`src/rtl/ptrig_pkg.sv`:
```
`timescale 1ns/1ps
package ptrig_pkg;
  typedef enum logic [1:0] {
    ST_IDLE   = 2'd0,
    ST_FIRST  = 2'd1,
    ST_SECOND = 2'd2
  } trig_state_t;

  // strobes handed from the compare datapath to the step control
  typedef struct packed {
    logic sampleEn;
    logic hitFirst;
    logic hitSecond;
  } cmp_strobe_t;
endpackage

```
`src/rtl/ptrig_match.sv`:
```
`timescale 1ns/1ps
module ptrig_match
  import ptrig_pkg::*;
#(
  parameter int NUM_IN = 16,
  parameter int DATA_W = 64,
  localparam int SEL_W = $clog2(NUM_IN)
) (
  input  logic [NUM_IN*DATA_W-1:0] candData,
  input  logic [NUM_IN-1:0]        candValid,
  input  logic                     ignoreValid,
  input  logic [SEL_W-1:0]         trigSel,
  input  logic [DATA_W-1:0]        cmpFirst,
  input  logic [DATA_W-1:0]        cmpSecond,
  input  logic [DATA_W-1:0]        bitMask,
  output cmp_strobe_t              strobes
);
  logic [DATA_W-1:0] vecArr [NUM_IN];
  logic [DATA_W-1:0] watched;

  genvar g;
  generate
    for (g = 0; g < NUM_IN; g++) begin : g_unpack
      assign vecArr[g] = candData[g*DATA_W +: DATA_W];
    end
  endgenerate

  assign watched = vecArr[trigSel];

  always_comb begin
    strobes.sampleEn  = ignoreValid | candValid[trigSel];
    strobes.hitFirst  = ~|((watched ^ cmpFirst) & bitMask);
    strobes.hitSecond = ~|((watched ^ cmpSecond) & bitMask);
  end
endmodule

```
`src/rtl/ptrig_ctrl.sv`:
```
`timescale 1ns/1ps
module ptrig_ctrl
  import ptrig_pkg::*;
(
  input  logic        clk,
  input  logic        rstN,
  input  logic        captureCmd,
  input  logic        cancelCmd,
  input  cmp_strobe_t strobes,
  output logic        trigPulse
);
  trig_state_t stepQ, stepD;
  logic        pulseD;

  always_comb begin
    stepD  = stepQ;
    pulseD = 1'b0;
    if (cancelCmd) begin
      stepD = ST_IDLE;
    end else if (captureCmd) begin
      stepD = ST_FIRST;
    end else if (strobes.sampleEn) begin
      unique case (stepQ)
        ST_FIRST:  if (strobes.hitFirst) stepD = ST_SECOND;
        ST_SECOND: begin
          if (strobes.hitSecond) begin
            pulseD = 1'b1;
            stepD  = ST_IDLE;
          end else begin
            stepD = ST_FIRST;
          end
        end
        default:   stepD = ST_IDLE;
      endcase
    end
  end

  always_ff @(posedge clk or negedge rstN) begin
    if (!rstN) begin
      stepQ     <= ST_IDLE;
      trigPulse <= 1'b0;
    end else begin
      stepQ     <= stepD;
      trigPulse <= pulseD;
    end
  end
endmodule

```
`src/rtl/pattern_seq_trigger.sv`:
```
`timescale 1ns/1ps
module pattern_seq_trigger
  import ptrig_pkg::*;
#(
  parameter int NUM_IN = 16,
  parameter int DATA_W = 64,
  localparam int SEL_W = $clog2(NUM_IN)
) (
  input  logic                     clk,
  input  logic                     rstN,
  input  logic [NUM_IN*DATA_W-1:0] candData,
  input  logic [NUM_IN-1:0]        candValid,
  input  logic                     ignoreValid,
  input  logic [SEL_W-1:0]         trigSel,
  input  logic [DATA_W-1:0]        cmpFirst,
  input  logic [DATA_W-1:0]        cmpSecond,
  input  logic [DATA_W-1:0]        bitMask,
  input  logic                     captureCmd,
  input  logic                     cancelCmd,
  output logic                     trigPulse
);
  cmp_strobe_t strobes;

  ptrig_match #(.NUM_IN(NUM_IN), .DATA_W(DATA_W)) u_match (
    .candData   (candData),
    .candValid  (candValid),
    .ignoreValid(ignoreValid),
    .trigSel    (trigSel),
    .cmpFirst   (cmpFirst),
    .cmpSecond  (cmpSecond),
    .bitMask    (bitMask),
    .strobes    (strobes)
  );

  ptrig_ctrl u_ctrl (
    .clk       (clk),
    .rstN      (rstN),
    .captureCmd(captureCmd),
    .cancelCmd (cancelCmd),
    .strobes   (strobes),
    .trigPulse (trigPulse)
  );
endmodule

```
`config.mk`:
```
export PLATFORM = sky130hd
export DESIGN_NAME = pattern_seq_trigger
export DESIGN_NICKNAME = d
export VERILOG_FILES = /design/src/rtl/ptrig_pkg.sv /design/src/rtl/ptrig_match.sv /design/src/rtl/ptrig_ctrl.sv /design/src/rtl/pattern_seq_trigger.sv
export SDC_FILE = /design/constraint.sdc
export NUM_CORES = 1
export LEC_CHECK = 0
export BUFFER_PORTS_ARGS = -buffer_cell sky130_fd_sc_hd__clkbuf_2
export CELL_PAD_IN_SITES_DETAIL_PLACEMENT = 2
export CELL_PAD_IN_SITES_GLOBAL_PLACEMENT = 2
export CORE_AREA = 2 2 489 491
export DETAILED_ROUTE_END_ITERATION = 7
export DIE_AREA = 0 0 491 493
export GPL_ROUTABILITY_DRIVEN = 0
export PLACE_DENSITY = 0.3
export SLEW_MARGIN = 25
export SYNTH_ARGS = -nofsm -noshare
export SYNTH_HDL_FRONTEND = slang
export SYNTH_HIERARCHICAL = 1
export SYNTH_SLANG_ARGS = --single-unit
```
`constraint.sdc`:
```
create_clock -name clk -period 0.89 [get_ports clk]
set_input_delay 0.178 -clock clk [delete_from_list [all_inputs] [get_ports clk]]
set_output_delay 0.178 -clock clk [all_outputs]
set_load 0.01 [all_outputs]
```
Word-level counts from Yosys, hierarchy flattened
Index checks and enable logic that the tools add are counted.

Flip-flop bits (word level): 3. Word-level logic and storage cells: 33. Bits of input ports: 1241.

Magnitude comparators: 2. Reduce and logical (&&, ||, !) cells: 4. Mux-type cells: 16. Equal/unequal tests: 3. Bitwise logic cells: 6.

Operators by type and width (number): 64-bit binary-select mux with 4-bit select (1); 64-bit AND (2); 64-bit 2-to-1 mux (2); 64-bit OR reduction (2); 64-bit XOR (2); 2-bit 2-to-1 mux (4); 1-bit 2-to-1 mux (7); 5-bit >= comparator (second input constant) (1); 4-bit by 5-bit < comparator with 1-bit output (second input constant) (1); 4-bit NOT with 5-bit output (1); 1-bit binary-select mux with 4-bit select (1); 4-bit != test (second input constant) (1); 2-bit case mux with 2 select lines (1); 3-bit nonzero test (1); 2-bit by 1-bit == test with 1-bit output (second input constant) (1); 2-bit == test (second input constant) (1); 2-bit AND reduction (1); 1-bit bitwise OR (1).

Logic depth before layout (Yosys ltp)
Word-level depth: 12. Gate-level depth with buffers: 16. Depth with buffers taken out: 11.

Modules after synthesis
The synthesis kept the hierarchy.

Modules (own cells, without submodules): ptrig_match (cells an instance 1118, area each 11424.7 sq um, instances 1); ptrig_ctrl (cells an instance 12, area each 140.1 sq um, instances 1).

Least setup slack after synthesis
No wires, ideal clock.

Kind: input to register. Start: input port trigSel[1]. End: register u_ctrl.stepQ[0]. Stages: 16. Data required time: 767 ps. Data arrival time: 3136 ps. Library setup time: 123 ps. Path slack: -2370 ps. Cell sequence: buf_6 > buf_6 > buf_6 > buf_4 > buf_2 > buf_1 > mux4_2 > a22oi_1 > nand2_1 > xor2_1 > a21oi_1 > nand4_1 > nor4_2 > and4bb_1 > a211oi_1 > nor2_1.

Longest elaborated chain between the ends: 12. Elaborated cells between the ends (all ways): 21.

RTL lines: start: declaration (line pattern_seq_trigger.sv:14) `input logic [SEL_W-1:0] trigSel,`; 4-bit NOT with 5-bit output (not written as such) (line ptrig_match.sv:28) `assign watched = vecArr[trigSel];`; 64-bit binary-select mux with 4-bit select (line ptrig_match.sv:28); 64-bit 2-to-1 mux (not written as such) (2 in a row) (line ptrig_match.sv:28); 64-bit XOR (line ptrig_match.sv:33) `strobes.hitSecond = ~|((watched ^ cmpSecond) & bitMask);`; 64-bit AND (line ptrig_match.sv:33); 64-bit OR reduction (line ptrig_match.sv:33); 1-bit 2-to-1 mux (line ptrig_ctrl.sv:26) `if (strobes.hitSecond) begin`; 2-bit case mux with 2 select lines (line ptrig_ctrl.sv:23) `unique case (stepQ)`; 2-bit 2-to-1 mux (line ptrig_ctrl.sv:22) `end else if (strobes.sampleEn) begin`; 2-bit 2-to-1 mux (line ptrig_ctrl.sv:20) `end else if (captureCmd) begin`; 2-bit 2-to-1 mux (line ptrig_ctrl.sv:18) `if (cancelCmd) begin`; end signal: assignment (line ptrig_ctrl.sv:43) `stepQ <= stepD;`; end: declaration (line ptrig_ctrl.sv:12) `trig_state_t stepQ, stepD;`.

Several ways; a longest one is shown, not always the timed one. The select of a mux whose other input is x is not followed. A chain may end at the register's enable or synchronous reset.

Worst setup path after layout
Ends and elaborated chain as after synthesis.

==> flow_summary.ini <==
[outcome]
outcome = finished with violations
failed_checks = negative setup slack

[setup_path]
arrival_ps = 3620
cp_data_required_time_ps = 990
r2r_start = u_ctrl/stepQ[0]
crit_path_start_kind = input pin
reg2reg_to = u_ctrl/stepQ[0]
critPathKind = input pin to register
worst_setup_path_end_kind = register
reg2reg_depth = 3
rrSetupSlack_ps = -90
crit_fanout = 23

[logic_synthesis]
synth_area_um2 = 11560
synthTopCellsByArea = mux4_2, mux2i_1, xnor2_1
yosysSeqAreaShare_pct = 0.6491
synthTopCellsByCount = mux4_2, mux2i_1, xnor2_1, a22oi_1, xor2_1
synth_top_area_cell = mux4_2
yosysWarnings = 6
ys.flop_type = dfrtp_1
synthArstFlopShare_pct = 100.0
yosys_register_bits = 3
synth_edf_count = 0
netlist-cell-type-count = 69
yosysTopAreaCellShare_pct = 37.59
synth_cells = 1130
synth_most_common_cell = mux4_2
avgSynthCellArea_um2 = 10.23
syn-num-nets = 2371

[grt]
use_met2_pct = 29.24
grt-ovfl-total = 0
gr-usage-met1_pct = 17.43
antenna_found_initial = 221
grt_start_max_net_pins = 24
grt_pass1_vias = 20930
grt_most_used_layer = met2
track_usage_pct = 15.58
grt_use_met3_pct = 5.727
grt_pass1_wl_mm = 242.7

[sta]
fin_ws_ps = -2624
skew_ps = 0.9901
relSlewSlack_pct = 46.06
whs_ps = 191.0
setup_viol = 4
rsz0062_at_grt = true
worst_pin_slew_ps = 802.3
max_freq_ghz = 0.2846
hold_viol = 0
timing.final.crit_period_ps = 3514
maxSlewViolCount = 0
fin_setup_tns_ps = -7776
post-route-period-util_pct = 394.9

[drt]
drtAntennaViolNets = 0
wire_per_inst_um = 32.84
dr.pass1.iters = 4
drt_wl_total_mm = 196.3
vias_per_cell = 3.119
num_vias = 18640
drc = 0
drt-initial-drc-count = 805

[cts]
clkLatencyLatePin_ps = 220
cts_buffers = 3
cts_num_sinks = 3
htree_levels = 1
cts.reportedPaths.clkPinSlew_ps = 30
cts_tree = done
cts_root_buf = clkbuf_16
clockBufferDepth = 2

[cells_and_area]
seq_area_um2 = 75.07
layout.nets = 4025
area_growth_pct = 134.7
fillCellCount = 28090
fin_util_pct = 11.45
multi_input_area_um2 = 11670
drive_above_1_share_pct = 74.27

[floorplanning]
start_util_pct = 4.881
dieArea_um2 = 242100
io_pins = 1242
core_um2 = 237000
std_cell_rows = 179
die_x_um = 491
die_y_um = 493

[power_and_ir_drop]
swShare_pct = 47.72
ir_worst_vdd_mv = 0.3151
sequentialPowerShare_pct = 0.8
p_int_mw = 9.355
p_comb_share_pct = 95.2
power_leakage_nw = 12.20
power.share.clock_pct = 4.0
powerDensity_nw_per_um2 = 659.4
p_switching_mw = 8.538

[hold_path]
hold_start = captureCmd
hold_path_class = input pin to register
min_to = u_ctrl/stepQ[1]
whs_path_depth = 2

[place]
io_buffers = 1241
hpwlAfterDp_mm = 185.7

[flow_run]
drv_cap = 0
==> worst max path at each step <==
stage                           from              end  cells past startpoint
after floorplan           trigSel[0]  u_ctrl/stepQ[0]                     14
after global placement    trigSel[0]  u_ctrl/stepQ[0]                     18
after detailed placement  trigSel[1]  u_ctrl/stepQ[0]                     16
after CTS                 trigSel[0]  u_ctrl/stepQ[0]                     19
after global routing      trigSel[0]  u_ctrl/stepQ[1]                     18
final                     trigSel[1]  u_ctrl/stepQ[0]                     15
==> metrics by stage <==
step | std cells | setup slack, ps | cell area (um2) | total power [mW]
floorplan | 1130 | -2043 | 11840 | 5.912
global placement | 5889 | -4041 | 25350 | 16.56
detailed placement | 5889 | -3822 | 25360 | 16.62
CTS | 5941 | -2736 | 26710 | 18.45
global route | 5956 | -2800 | 27090 | 19.29
finish | 5976 | -2624 | 27140 | 17.89
==> power groups by stage <==
stage          clock (mW)  combinational (mW)  sequential [mW]
6_report            0.717                17.0            0.144
5_1_grt             0.726                18.4            0.145
4_1_cts             0.720                17.6            0.144
3_5_place_dp            0                16.5            0.145
3_3_place_gp            0                16.4            0.146
2_1_floorplan           0                5.77            0.144
==> cell usage in the layout (no fill, tap or decap), drive strengths merged, types with 6 or more instances in the layout <==
master	count
a22o	14
nor3	9
a221oi	41
mux2i	186
xnor2	88
clkbuf	1240
a2111oi	11
and2	21
and3	14
o21ai	37
inv	10
a31oi	6
a21oi	8
nand2	69
nand2b	15
o211ai	6
a22oi	87
mux4	195
xor2	72
nand3	20
a21o	6
nor2	21
nor2b	14
nor4	6
buf	508
diode	26
==> metal layers <==
| layer | vias up | part of all wire (%) |
|---|---|---|
| met4 | 116 | 1.2 |
| li1 | 8061 | - |
| met3 | 334 | 8.4 |
| met2 | 1092 | 51 |
| met5 | - | 0.40 |
| met1 | 9035 | 39 |
==> worst max-delay path, stage by stage <==
cell	delay [ps]
buf_16	130
buf_12	210
mux4_2	540
mux2i_2	190
buf_4	180
xnor2_1	120
a22oi_2	420
buf_4	190
o21ai_1	130
a221oi_1	320
nand4_1	200
nor4_4	320
and4bb_1	220
a211oi_2	160
nor2_1	70
==> logic make-up after synthesis <==
family                    after synthesis  share of synthesized area (%)
xor gates and xnor gates              160                          12.12
buffers and inverters                 107                          5.604
muxes                                 385                          54.85
DFF                                     3                         0.6491
and+or+nand+nor                       213                          9.651
AOI/OAI and AO/OA                     262                          17.13
==> layout make-up <==
cell class              count  area share [%]
multi-input cells        1020           43.00
repair buffers           1746           41.41
well taps                3167           14.60
clock buffers               4          0.2905
flip-flops and latches      3          0.2766
diodes                     26          0.2398
inverters                  10          0.1752
==> sequential cells by signal, indices dropped and copies added, names as in the netlist <==
name	cells
u_ctrl/trigPulse	1
u_ctrl/stepQ	2
==> what timing repair did <==
item	4_1_cts	5_1_grt
cloned	5	0
buffers inserted	43	9
pin swaps	25	21
hold buffers	1	0
endpoints found under the hold margin	3	0
resized for setup	146	62
setup endpoints to repair	4	4
No activity file was read; power rests on OpenSTA's default activity.
